**config.mk**
```make
export PLATFORM = sky130hd
export DESIGN_NAME = lpc_io_target
export DESIGN_NICKNAME = d
export VERILOG_FILES = /design/src/rtl/lpc_tgt_pkg.sv /design/src/rtl/lpc_tgt_ctrl.sv /design/src/rtl/lpc_tgt_datapath.sv /design/src/rtl/lpc_io_target.sv
export SDC_FILE = /design/constraint.sdc
export NUM_CORES = 1
export LEC_CHECK = 0
export BUFFER_PORTS_ARGS = -buffer_cell sky130_fd_sc_hd__buf_2
export CORE_MARGIN = 3
export CORE_UTILIZATION = 50
export CTS_CLUSTER_SIZE = 8
export DETAILED_ROUTE_END_ITERATION = 8
export GPL_TIMING_DRIVEN = 0
export MAX_ROUTING_LAYER = met4
export PLACE_DENSITY_LB_ADDON = 0.1
export SLEW_MARGIN = 20
export SYNTH_ARGS = -nofsm -noshare
export SYNTH_HDL_FRONTEND = slang
export SYNTH_SLANG_ARGS = --single-unit
export TNS_END_PERCENT = 10
```
**constraint.sdc**
```tcl
create_clock -name lclk -period 3.63 [get_ports lclk]
set_clock_uncertainty 0.2 [all_clocks]
set_input_delay 0.363 -clock lclk [delete_from_list [all_inputs] [get_ports lclk]]
set_output_delay 0.363 -clock lclk [all_outputs]
set_load 0.01 [all_outputs]
```
**src/rtl/lpc_tgt_pkg.sv**
```systemverilog
package lpc_tgt_pkg;

  localparam int NIB_W     = 4;
  localparam int ADDR_W    = 16;
  localparam int DATA_W    = 8;
  localparam int ADDR_NIBS = ADDR_W / NIB_W;
  localparam int DATA_NIBS = DATA_W / NIB_W;
  localparam int STATE_W   = 5;

  // cycle-type field lives in bits [3:1] of the nibble after start
  localparam logic [2:0] CT_IO_READ  = 3'b000;
  localparam logic [2:0] CT_IO_WRITE = 3'b001;

  localparam logic [NIB_W-1:0] NIB_START = 4'b0000;
  localparam logic [NIB_W-1:0] NIB_SYNC  = 4'b0000;
  localparam logic [NIB_W-1:0] NIB_ONES  = 4'b1111;

  typedef enum logic [STATE_W-1:0] {
    ST_IDLE = 5'd0,
    ST_CTYPE,
    ST_RD_A1, ST_RD_A2, ST_RD_A3, ST_RD_A4,
    ST_RD_TAR1, ST_RD_TAR2, ST_RD_SYNC,
    ST_RD_D1, ST_RD_D2,
    ST_WR_A1, ST_WR_A2, ST_WR_A3, ST_WR_A4,
    ST_WR_D1, ST_WR_D2,
    ST_WR_TAR1, ST_WR_TAR2, ST_WR_SYNC,
    ST_FTAR1, ST_FTAR2
  } tgtState_e;

  typedef struct packed {
    logic addrShift;
    logic wrShift;
    logic rdCapture;
    logic wrDone;
    logic driveSync;
    logic driveData;
    logic dataNib;
    logic driveOnes;
  } tgtStrobe_t;

endpackage

```
**src/rtl/lpc_tgt_ctrl.sv**
```systemverilog
module lpc_tgt_ctrl
  import lpc_tgt_pkg::*;
(
  input  logic             clk,
  input  logic             rstN,
  input  logic             frameN,
  input  logic [NIB_W-1:0] ladIn,
  input  logic             addrHit,
  output tgtState_e        state,
  output tgtStrobe_t       strb,
  output logic             ready,
  output logic             rdStatus
);

  tgtState_e nextState;
  logic      inAddr;

  always_ff @(posedge clk or negedge rstN) begin
    if (!rstN) state <= ST_IDLE;
    else       state <= nextState;
  end

  always_comb begin
    nextState = state;
    case (state)
      ST_IDLE:    nextState = ST_IDLE;
      ST_CTYPE: begin
        if (ladIn[3:1] == CT_IO_READ)       nextState = ST_RD_A1;
        else if (ladIn[3:1] == CT_IO_WRITE) nextState = ST_WR_A1;
        else                                nextState = ST_IDLE;
      end
      ST_RD_A1:   nextState = ST_RD_A2;
      ST_RD_A2:   nextState = ST_RD_A3;
      ST_RD_A3:   nextState = ST_RD_A4;
      ST_RD_A4:   nextState = ST_RD_TAR1;
      ST_RD_TAR1: nextState = addrHit ? ST_RD_TAR2 : ST_IDLE;
      ST_RD_TAR2: nextState = ST_RD_SYNC;
      ST_RD_SYNC: nextState = ST_RD_D1;
      ST_RD_D1:   nextState = ST_RD_D2;
      ST_RD_D2:   nextState = ST_FTAR1;
      ST_WR_A1:   nextState = ST_WR_A2;
      ST_WR_A2:   nextState = ST_WR_A3;
      ST_WR_A3:   nextState = ST_WR_A4;
      ST_WR_A4:   nextState = ST_WR_D1;
      ST_WR_D1:   nextState = addrHit ? ST_WR_D2 : ST_IDLE;
      ST_WR_D2:   nextState = ST_WR_TAR1;
      ST_WR_TAR1: nextState = ST_WR_TAR2;
      ST_WR_TAR2: nextState = ST_WR_SYNC;
      ST_WR_SYNC: nextState = ST_FTAR1;
      ST_FTAR1:   nextState = ST_FTAR2;
      ST_FTAR2:   nextState = ST_IDLE;
      default:    nextState = ST_IDLE;
    endcase
    // a low frame line overrides everything: restart or abandon
    if (!frameN) nextState = (ladIn == NIB_START) ? ST_CTYPE : ST_IDLE;
  end

  always_comb begin
    inAddr = (state == ST_RD_A1) || (state == ST_RD_A2) ||
             (state == ST_RD_A3) || (state == ST_RD_A4) ||
             (state == ST_WR_A1) || (state == ST_WR_A2) ||
             (state == ST_WR_A3) || (state == ST_WR_A4);
    strb.addrShift = inAddr && frameN;
    strb.wrShift   = frameN && (((state == ST_WR_D1) && addrHit) ||
                                (state == ST_WR_D2));
    strb.rdCapture = (state == ST_RD_SYNC);
    strb.wrDone    = (state == ST_WR_SYNC) && frameN;
    strb.driveSync = (state == ST_RD_SYNC) || (state == ST_WR_SYNC);
    strb.driveData = (state == ST_RD_D1) || (state == ST_RD_D2);
    strb.dataNib   = (state == ST_RD_D2);
    strb.driveOnes = (state == ST_FTAR1);
  end

  assign ready    = (state == ST_IDLE);
  assign rdStatus = (state == ST_RD_SYNC);

endmodule

```
**src/rtl/lpc_tgt_datapath.sv**
```systemverilog
module lpc_tgt_datapath
  import lpc_tgt_pkg::*;
(
  input  logic              clk,
  input  logic              rstN,
  input  logic [NIB_W-1:0]  ladIn,
  input  logic [DATA_W-1:0] rdData,
  input  tgtStrobe_t        strb,
  output logic [ADDR_W-1:0] addrQ,
  output logic [DATA_W-1:0] wrQ,
  output logic [NIB_W-1:0]  ladOut,
  output logic              ladOe,
  output logic              wrPulse
);

  logic [DATA_W-1:0] rdQ;
  logic [NIB_W-1:0]  rdNib [DATA_NIBS];
  logic [ADDR_W-1:0] addrNext;
  logic [DATA_W-1:0] wrNext;

  // address enters at the bottom so the first nibble ends up on top
  generate
    if (ADDR_NIBS > 1) begin : g_addrWide
      assign addrNext = {addrQ[ADDR_W-NIB_W-1:0], ladIn};
    end else begin : g_addrNarrow
      assign addrNext = ladIn;
    end
  endgenerate

  // write data enters at the top so the first nibble ends up at the bottom
  generate
    if (DATA_NIBS > 1) begin : g_wrWide
      assign wrNext = {ladIn, wrQ[DATA_W-1:NIB_W]};
    end else begin : g_wrNarrow
      assign wrNext = ladIn;
    end
  endgenerate

  generate
    for (genvar n = 0; n < DATA_NIBS; n++) begin : g_rdNib
      assign rdNib[n] = rdQ[n*NIB_W +: NIB_W];
    end
  endgenerate

  always_ff @(posedge clk or negedge rstN) begin
    if (!rstN) begin
      addrQ   <= '0;
      wrQ     <= '0;
      rdQ     <= '0;
      wrPulse <= 1'b0;
    end else begin
      if (strb.addrShift) addrQ <= addrNext;
      if (strb.wrShift)   wrQ   <= wrNext;
      if (strb.rdCapture) rdQ   <= rdData;
      wrPulse <= strb.wrDone;
    end
  end

  always_comb begin
    ladOut = NIB_ONES;
    if (strb.driveSync)      ladOut = NIB_SYNC;
    else if (strb.driveData) ladOut = rdNib[strb.dataNib];
    else if (strb.driveOnes) ladOut = NIB_ONES;
    ladOe = strb.driveSync | strb.driveData | strb.driveOnes;
  end

endmodule

```
**src/rtl/lpc_io_target.sv**
```systemverilog
module lpc_io_target
  import lpc_tgt_pkg::*;
(
  input  logic              lclk,
  input  logic              lresetN,
  input  logic              lframeN,
  input  logic [NIB_W-1:0]  ladIn,
  output logic [NIB_W-1:0]  ladOut,
  output logic              ladOe,
  input  logic              addrHit,
  input  logic [DATA_W-1:0] rdData,
  output logic [ADDR_W-1:0] ioAddr,
  output logic [DATA_W-1:0] wrData,
  output logic              ioRdStatus,
  output logic              ioWrStatus,
  output logic              ready,
  output logic [STATE_W-1:0] stateCode
);

  tgtState_e  curState;
  tgtStrobe_t strb;

  lpc_tgt_ctrl i_ctrl (
    .clk      (lclk),
    .rstN     (lresetN),
    .frameN   (lframeN),
    .ladIn    (ladIn),
    .addrHit  (addrHit),
    .state    (curState),
    .strb     (strb),
    .ready    (ready),
    .rdStatus (ioRdStatus)
  );

  lpc_tgt_datapath i_dp (
    .clk     (lclk),
    .rstN    (lresetN),
    .ladIn   (ladIn),
    .rdData  (rdData),
    .strb    (strb),
    .addrQ   (ioAddr),
    .wrQ     (wrData),
    .ladOut  (ladOut),
    .ladOe   (ladOe),
    .wrPulse (ioWrStatus)
  );

  assign stateCode = curState;

endmodule

```
-- Word-level counts from Yosys, hierarchy flattened
Cells that the tools add are included.
- register bits: 38
- bits in latches: 0
- memory bits (writable): 0
- ROM bits: 0
- bits of input ports: 16
- output and inout bits: 37
- memories: 0
- $add $sub $neg: 0
- multipliers: 0
- div/mod/pow operators: 0
- $lt $le $gt $ge: 1
- equal/unequal tests: 21
- shifts and indexed selects: 0
- mux-type cells: 12
- bitwise gates (word level): 3
- reduce and logical (&&, ||, !) cells: 18
- operator list (kind ; number):
    $pmux W5 S19 ; 1
    $eq A5 B4 Y1 const B ; 8
    $eq A5 B5 Y1 const B ; 5
    $mux W4 ; 6
    $eq A5 B3 Y1 const B ; 4
    $mux W5 ; 3
    $eq A5 B2 Y1 const B ; 2
    $logic_or A1 B1 Y1 ; 10
    $eq A5 B1 Y1 const B ; 1
    $logic_not A5 Y1 ; 1
    $logic_and A1 B1 Y1 ; 4
    $logic_not A4 Y1 ; 1
    $eq A3 B1 Y1 const B ; 1
    $logic_not A3 Y1 ; 1
    $mux W3 ; 1
    $ge A2 B2 Y1 const B ; 1
    $not A1 Y2 ; 1
    $or A1 B1 Y1 ; 2
    $reduce_or A2 Y1 ; 1
    $mux W1 ; 1

-- Depth between registers and ports, before layout
Gate-level depths: netlist of the first run.
- depth in word-level cells: 9
- depth in mapped cells: 6
- mapped depth without buffers: 4

-- Hierarchy
A second synthesis of the first run with hierarchy kept.
- cell total of the unflattened synthesis: 157
- area total of the unflattened synthesis: 1881.8 um2
- by module, submodules not included (module ; instances ; cells an instance ; area each (um2) ; seq. area each (um2)):
    lpc_tgt_datapath ; 1 ; 79 ; 1336.3 ; 825.8
    lpc_tgt_ctrl ; 1 ; 78 ; 545.5 ; 125.1

-- Worst setup path before layout of the first run
No wires, ideal clock.
- kind: register to register
- start: register i_ctrl.state[3]
- end: register i_dp.addrQ[10]
- arrival: 1701 ps
- data required time: 3305 ps
- slack: 1604 ps
- stages on the path, launching flop included: 6
- clock period less this slack: 2026 ps
- cell sequence: dfrtp_1 -> nor2b_1 -> or3_4 -> a21oi_4 -> buf_8 -> mux2_4
- cells in the longest elaborated chain, start to end: 9
- elaborated cells on any way between the ends: 16
- those cells by class: 8 x eq/ne; 8 x reduce/logical
- ends and longest elaborated chain (what ; RTL line ; source):
    start: declaration ; lpc_tgt_ctrl.sv:9 ; output tgtState_e state,
    start signal: assignment ; lpc_tgt_ctrl.sv:20 ; else state <= nextState;
    $eq A5 B2 Y1 ; lpc_tgt_ctrl.sv:59 ; inAddr = (state == ST_RD_A1) || (state == ST_RD_A2) ||
    $logic_or A1 B1 Y1 (2 in a row) ; lpc_tgt_ctrl.sv:59 ;
    $logic_or A1 B1 Y1 (2 in a row) ; lpc_tgt_ctrl.sv:60 ; (state == ST_RD_A3) || (state == ST_RD_A4) ||
    $logic_or A1 B1 Y1 (2 in a row) ; lpc_tgt_ctrl.sv:61 ; (state == ST_WR_A1) || (state == ST_WR_A2) ||
    $logic_or A1 B1 Y1 * ; lpc_tgt_ctrl.sv:62 ; (state == ST_WR_A3) || (state == ST_WR_A4);
    $logic_and A1 B1 Y1 * ; lpc_tgt_ctrl.sv:63 ; strb.addrShift = inAddr && frameN;
    end signal: assignment ; lpc_tgt_datapath.sv:52 ; if (strb.addrShift) addrQ <= addrNext;
    end: declaration ; lpc_tgt_datapath.sv:9 ; output logic [ADDR_W-1:0] addrQ,
Every way passes the cells marked *; elsewhere a longest branch is shown, timed or not.
A chain may end at the register's enable or synchronous reset.

-- Worst setup path in the final report of the first run
- start: register i_ctrl.state[2]
- end: output ioRdStatus
- cells in the longest elaborated chain, start to end: 1
- ends and longest elaborated chain (what ; RTL line ; source):
    $eq A5 B4 Y1 ; lpc_tgt_ctrl.sv:75 ; assign rdStatus = (state == ST_RD_SYNC);
    end: declaration ; lpc_io_target.sv:14 ; output logic ioRdStatus,
Every way passes these cells.

==> impl_metrics.yaml, run 1 <==
clock_network:
  h-tree-depth: 2
  clk-insertion-delay-late_ns: 0.28
  cts_made_buffers: 5
  postCtsHoldBufs: 1
  tritoncts: "built"
  clk_path_buf_depth: 2
  cts.sink_count: 38
  clk_pin_slew_ns: 0.07
  cts_setup_buffers: 0
  root_buffer: "clkbuf_8"
  post_cts_resized: 0
critical_path:
  critPathMaxFanout: 9
  crit_required_ns: 3.07
  cp_data_arrival_time_ns: 1.95
  critical_path_class: "flop to primary output"
  end_kind: "primary output"
  startpoint_type: "flop"
yosys:
  synth_area_leaders: "dfrtp_1, mux2_4, mux2_2"
  syn_area_per_cell_um2: 12.1
  synth_edf_count: 0
  syn_area_um2: 1930
  synth_top_flop_cell: "dfrtp_1"
  ys_seq_elements: 38
  syn_inst: 159
  synthArstFlopShare: 1.00
  synth_seq_area_share: 0.493
  yosysTopAreaCellShare: 0.493
  ys_types: 38
  yosysTopAreaCell: "dfrtp_1"
  synth_warnings: 0
  synthesis.nets: 175
drt:
  antenna_left: 0
  wl_mm: 4.03
  detail_route.wl_per_cell_um: 15.2
  routed_via_density: 5.44
  post-route-drc-count: 0
  drt_iter0_drc: 63
  first_pass_iters: 4
  vias: 1446
grt:
  grt_overflow: 0
  grt_pass1_vias: 1403
  grt_max_degree: 39
  grt_first_pass_wirelength_mm: 6.65
  grt_usage: 0.198
  antenna_found_initial: 0
sta:
  period_needed_ns: 2.51
  timing.slew.headroom: 0.456
  min_period_over_period: 0.692
  rsz0062_at_grt: "false"
  hold_violations: 0
  setup_viol: 0
  tightest_slew_ns: 0.816
  setup_ws_ns: 1.12
  tns_ns: 0
  drv_slew: 0
  fmax_mhz: 398
cells_and_area:
  syn_to_final_growth_pct: 21.7
  finish.utilization: 0.667
  drive_above_1_share: 0.473
  design_area_um2: 2350
  n_antenna_cell: 0
  nets: 235
place:
  pre_cts_ws_ns: 1.47
  port_buffers: 52
  place_area_um2: 2250
  gp_congestion: 0.938
  hpwl_mm: 2.94
pwr:
  power_leakage_nw: 1.16
  power.density_nw_per_um2: 340
  pwr-share-comb: 0.067
  ir_drop_mv: 0.204
  seqPwrFrac: 0.569
  switching_share: 0.219
  p_int_w: 0.000624
  clkPwrFrac: 0.364
  switchingPower_w: 0.000175
floorplan:
  core-area_um2: 3520
  rows: 21
  dieArea_um2: 4640
  die_w_um: 68.1
  io_pins: 53
  die_h_um: 68.1
  initial_core_util: 0.548
status:
  status: "completed"
worst_hold_path:
  hold_class: "input port to flop"
run:
  max_cap_violations: 0
worst paths after layout:
path | start | to | slack, ns | depth (start not counted)
worst max-delay path | i_ctrl.state[2] | ioRdStatus | 1.12 | 5
worst min-delay path | rdData[4] | i_dp.rdQ[4] | 0.11 | 2
worst max register to register | i_ctrl.state[3] | i_dp.addrQ[13] | 1.50 | 5
worst min register to register | i_dp.addrQ[15] | i_dp.addrQ[15] | 0.31 | 1
max in group asynchronous | lresetN | i_dp.addrQ[9] | 2.21 | 2
min in group asynchronous | lresetN | i_dp.wrQ[0] | 0.51 | 2
sequential cells by signal, summed over array words and instances (netlist names):
signal	cells
i_dp.wrPulse	1
i_dp.addrQ	16
i_dp.wrQ	8
i_ctrl.state	5
i_dp.rdQ	8
kinds of logic (layout without fill, tap and decap cells):
| group | after synthesis | after routing | share of synthesized area |
|---|---|---|---|
| buf+inv | 13 | 74 | 0.0396 |
| mux | 33 | 33 | 0.227 |
| simple gates | 38 | 38 | 0.110 |
| compound gates | 37 | 37 | 0.131 |
| flops | 38 | 38 | 0.493 |
cell type report:
cell class	instances	area [um^2]
Clock inverter	1	5.00
Inverter	3	11.3
Sequential cell	38	951
Buffer	10	65.1
Timing Repair Buffer	53	270
Clock buffer	7	86.3
Tap cell	46	57.6
Multi-Input combinational cell	108	902
Fill cell	292	1170
power groups by stage:
stage	Sequential [W]	Clock, W	Combinational, W
global route	0.000456	0.000323	0.0000600
detailed placement	0.000462	0	0.0000540
finish	0.000454	0.000291	0.0000535
CTS	0.000454	0.000304	0.0000551
floorplan	0.000461	0	0.0000237
global placement	0.000461	0	0.0000519
per-layer routing:
metal	track usage	wire length [um]
met5	-	0
met1	0.241	1720
met4	0.0744	57
met3	0.0542	298
met2	0.314	1960
cells in the mapped netlist (all sizes together) (3+ instances only):
master and n:
o21ai 7, o22ai 6, or3 3, nor3 3, nor2b 3, buf 4, nand2 8, mux2 32
inv 3, a21oi 8, nor2 9, nand2b 4, dfrtp 38, clkbuf 6, a31oi 3
worst max-delay path, cell delays in order (launching register included):
cell and delay [ns]:
dfrtp_1 0.38, clkbuf_1 0.20, nor3b_2 0.50, nand2_1 0.35, inv_1 0.11, buf_2 0.13
per-stage QoR:
stage                     total power (W)  hold WS (ns)  cells
after detailed placement         0.000516         0.291    257
after floorplan                  0.000485        -0.133    159
final                            0.000798         0.109    266
after global placement           0.000513         0.286    257
after CTS                        0.000813         0.100    266
after global routing             0.000839        0.0927    266
cells in the final DEF, fill, tap and decap left out, types with 2 or more instances in the layout:
cell type  instances
buf_2             53
dfrtp_1           38
mux2_4            18
mux2_2            14
nor2_1             9
nand2_1            8
clkbuf_1           7
a21oi_1            7
o21ai_0            7
o22ai_1            6
clkbuf_8           6
nand2b_1           3
nor2b_1            3
a31oi_1            3
nor3_1             3
buf_6              2
nand3_1            2
or3_1              2
inv_1              2
o211ai_1           2
a22oi_1            2
o21ba_2            2
o21a_1             2
or2_2              2
Power figures use the tool's default switching activity.
==> inputs of run 2 (changes only) <==
--- a/config.mk
+++ b/config.mk
@@ -5,9 +5,10 @@
 export SDC_FILE = /design/constraint.sdc
 export NUM_CORES = 1
 export LEC_CHECK = 0
+export ABC_AREA = 1
 export BUFFER_PORTS_ARGS = -buffer_cell sky130_fd_sc_hd__buf_2
 export CORE_MARGIN = 3
-export CORE_UTILIZATION = 50
+export CORE_UTILIZATION = 47
 export CTS_CLUSTER_SIZE = 8
 export DETAILED_ROUTE_END_ITERATION = 8
 export GPL_TIMING_DRIVEN = 0
==> constraint.sdc (replaced) <==
create_clock -name lclk -period 2.1 [get_ports lclk]
set_clock_uncertainty 0.2 [all_clocks]
set_input_delay 0.21 -clock lclk [delete_from_list [all_inputs] [get_ports lclk]]
set_output_delay 0.21 -clock lclk [all_outputs]
set_load 0.01 [all_outputs]
==> run 2 against run 1 <==
Worst hold slack lost 0.097 ns. Highest routed layer unchanged. Critical path depth rose by 2. Critical endpoint is now ladOut[3]. Sequential cell count unchanged.
==> impl_metrics.yaml, run 2 <==
pwr:
  pwr-share-comb: 0.144
  switching_share: 0.256
  seqPwrFrac: 0.503
  power.density_nw_per_um2: 698
  switchingPower_w: 0.000456
  p_int_w: 0.00132
  ir_drop_mv: 0.462
  clkPwrFrac: 0.353
  power_w: 0.00178
  power_leakage_nw: 1.45
cells_and_area:
  fill_cells: 332
  nets: 336
  layout_commonest_cell: "nand2_1"
  multi_input_area_um2: 885
  n_antenna_cell: 0
  syn_to_final_growth_pct: 33.4
  regArea_um2: 956
  top_regs: "i_dp.addrQ: 16 flops, i_dp.rdQ: 8 flops, i_dp.wrQ: 8 flops"
  largest_reg_flops: 16
  layout_common_cells: "nand2_1, buf_2, nand3_1, dfrtp_1, nor2_1"
  top_register: "i_dp.addrQ"
  drive_above_1_share: 0.322
grt:
  use_met2: 0.313
  grt_first_pass_wirelength_mm: 7.56
  grt-busiest-layer: "met2"
  grt_overflow: 0
  antenna_found_initial: 0
  grt_max_degree: 39
  grt_pass1_vias: 1658
  grt_usage: 0.198
  grtUsageMet3: 0.0536
  use_met1: 0.258
floorplan:
  dieArea_um2: 4870
  core-area_um2: 3800
  die_w_um: 69.8
  io_pins: 53
  die_h_um: 69.8
  rows: 22
  initial_core_util: 0.503
worst_hold_path:
  hold_class: "input port to flop"
  hold_depth: 3
yosys:
  synthAdderAreaFrac: 0
  syn_area_um2: 1910
  synth_xor_area_frac: 0
  synth_mux_area_frac: 0
  synth_seq_area_share: 0.498
  synth_top_family_by_area: "simple AND/OR/NAND/NOR gates"
  synthTopCellsByCount: "nand2_1, dfrtp_1, nand3_1, nor2_1, inv_1"
  synthSimpleGateAreaFrac: 0.361
  synth_edf_count: 0
  synthesis.nets: 262
  ys_types: 23
  syn_area_per_cell_um2: 7.77
  synth_warnings: 0
  yosysTopAreaCellShare: 0.498
  syn_inst: 246
  synth.most_common_cell: "nand2_1"
  synth_top_flop_cell: "dfrtp_1"
  synthArstFlopShare: 1.00
  synth_compound_area_frac: 0.0733
  ys_seq_elements: 38
  yosysTopAreaCell: "dfrtp_1"
  synth_area_leaders: "dfrtp_1, nand2_1, nand3_1"
critical_path:
  cp_data_arrival_time_ns: 1.63
  crit_required_ns: 1.69
  critPathMaxFanout: 9
  reg2reg_depth: 9
  critical_path_class: "flop to primary output"
  startpoint_type: "flop"
  r2r_slack_ns: 0.23
  end_kind: "primary output"
clock_network:
  cts.sink_count: 38
  cts_made_buffers: 5
  root_buffer: "clkbuf_8"
  clk_pin_slew_ns: 0.08
  tritoncts: "built"
  clk-insertion-delay-late_ns: 0.29
  h-tree-depth: 2
  clk_path_buf_depth: 2
drt:
  antenna_left: 0
  first_pass_iters: 5
  post-route-drc-count: 0
  drt_iter0_drc: 134
  vias: 1857
  routed_via_density: 5.05
  wl_mm: 4.73
  detail_route.wl_per_cell_um: 12.8
sta:
  rsz0062_at_grt: "true"
  setup_ws_ns: 0.0612
  setup_viol: 0
  fmax_mhz: 490
  timing.slew.headroom: 0.452
  min_period_over_period: 0.971
  tightest_slew_ns: 0.821
  hold_violations: 0
  period_needed_ns: 2.04
  drv_slew: 0
place:
  gp_congestion: 0.988
  pre_cts_ws_ns: 0.119
  hpwl_mm: 3.36
  port_buffers: 51
status:
  status: "completed"
run:
  max_cap_violations: 0
run 2: cell count changes after synthesis, moves of 4 or more:
cell and change:
clkbuf_1 -5, inv_1 +15, mux2_2 -14, mux2_4 -18, nand2_1 +78, nand2_2 +4, nand3_1 +35, nor2_1 +13
o21ai_2 +5, o22ai_1 -6
run 2: power by group through the flow:
| stage | Combinational (W) | Clock (W) | Sequential [W] |
|---|---|---|---|
| 2_1_floorplan | 0.000108 | 0 | 0.000924 |
| 3_3_place_gp | 0.000238 | 0 | 0.000907 |
| 3_5_place_dp | 0.000245 | 0 | 0.000907 |
| 4_1_cts | 0.000261 | 0.000638 | 0.000895 |
| 5_1_grt | 0.000292 | 0.000673 | 0.000909 |
| 6_report | 0.000257 | 0.000628 | 0.000895 |
run 2: path summary, 6_finish.rpt:
check / startpoint / endpoint
hold / removal: ladIn[2] / i_dp.wrQ[6]
setup / recovery: i_ctrl.state[4] / ladOut[3]
min in group asynchronous: lresetN / i_ctrl.state[2]
hold reg to reg: i_dp.wrQ[2] / i_dp.wrQ[2]
setup reg to reg: i_ctrl.state[4] / i_dp.wrQ[7]
max in group asynchronous: lresetN / i_ctrl.state[0]
run 2: area by class of cell:
type,instances,share of cell area
Buffer,8,0.0221
Clock buffer,6,0.0324
Clock inverter,1,0.0118
Inverter,19,0.0299
Multi-Input combinational cell,181,0.347
Sequential cell,38,0.375
Tap cell,48,0.0236
Timing Repair Buffer,67,0.158
run 2: logic make-up (layout without fill, tap and decap cells):
family / after synthesis / in the layout
compound gates: 23 / 23
buf+inv: 27 / 101
flops: 38 / 38
simple gates: 158 / 158
run 2: stage by stage:
| step | std cells | hold WS (ns) | util | cell area [um^2] | TNS [ns] |
|---|---|---|---|---|---|
| 2_1_floorplan | 246 | -0.286 | - | 1910 | 0 |
| 3_3_place_gp | 345 | 0.163 | 0.586 | 2230 | 0 |
| 4_1_cts | 363 | 0.00861 | 0.650 | 2470 | 0 |
| 6_report | 368 | 0.0122 | 0.671 | 2550 | 0 |
| 3_5_place_dp | 345 | 0.160 | 0.586 | 2230 | 0 |
| 5_1_grt | 368 | 0.0141 | 0.671 | 2550 | -0.0889 |
run 2: timing repair:
item                                    4_1_cts  5_1_grt
hold buffers                                 11        0
gates resized for setup                       9       15
endpoints found under the setup margin        6        5
setup buffers                                 0        5
pin swaps                                     0        1
endpoints found under the hold margin        48        0
run 2: worst max-delay path, cell delays in order (launching register included):
cell	delay [ns]
dfrtp_2	0.49
inv_4	0.14
nand2_2	0.08
nor2_2	0.14
nand2_2	0.10
o21ai_0	0.14
a21boi_0	0.10
buf_2	0.15
run 2: per-layer routing:
metal	share of wire	vias to the layer above
li1	-	942
met5	0	-
met2	0.46	65
met3	0.071	5
met1	0.46	845
met4	0.0072	0
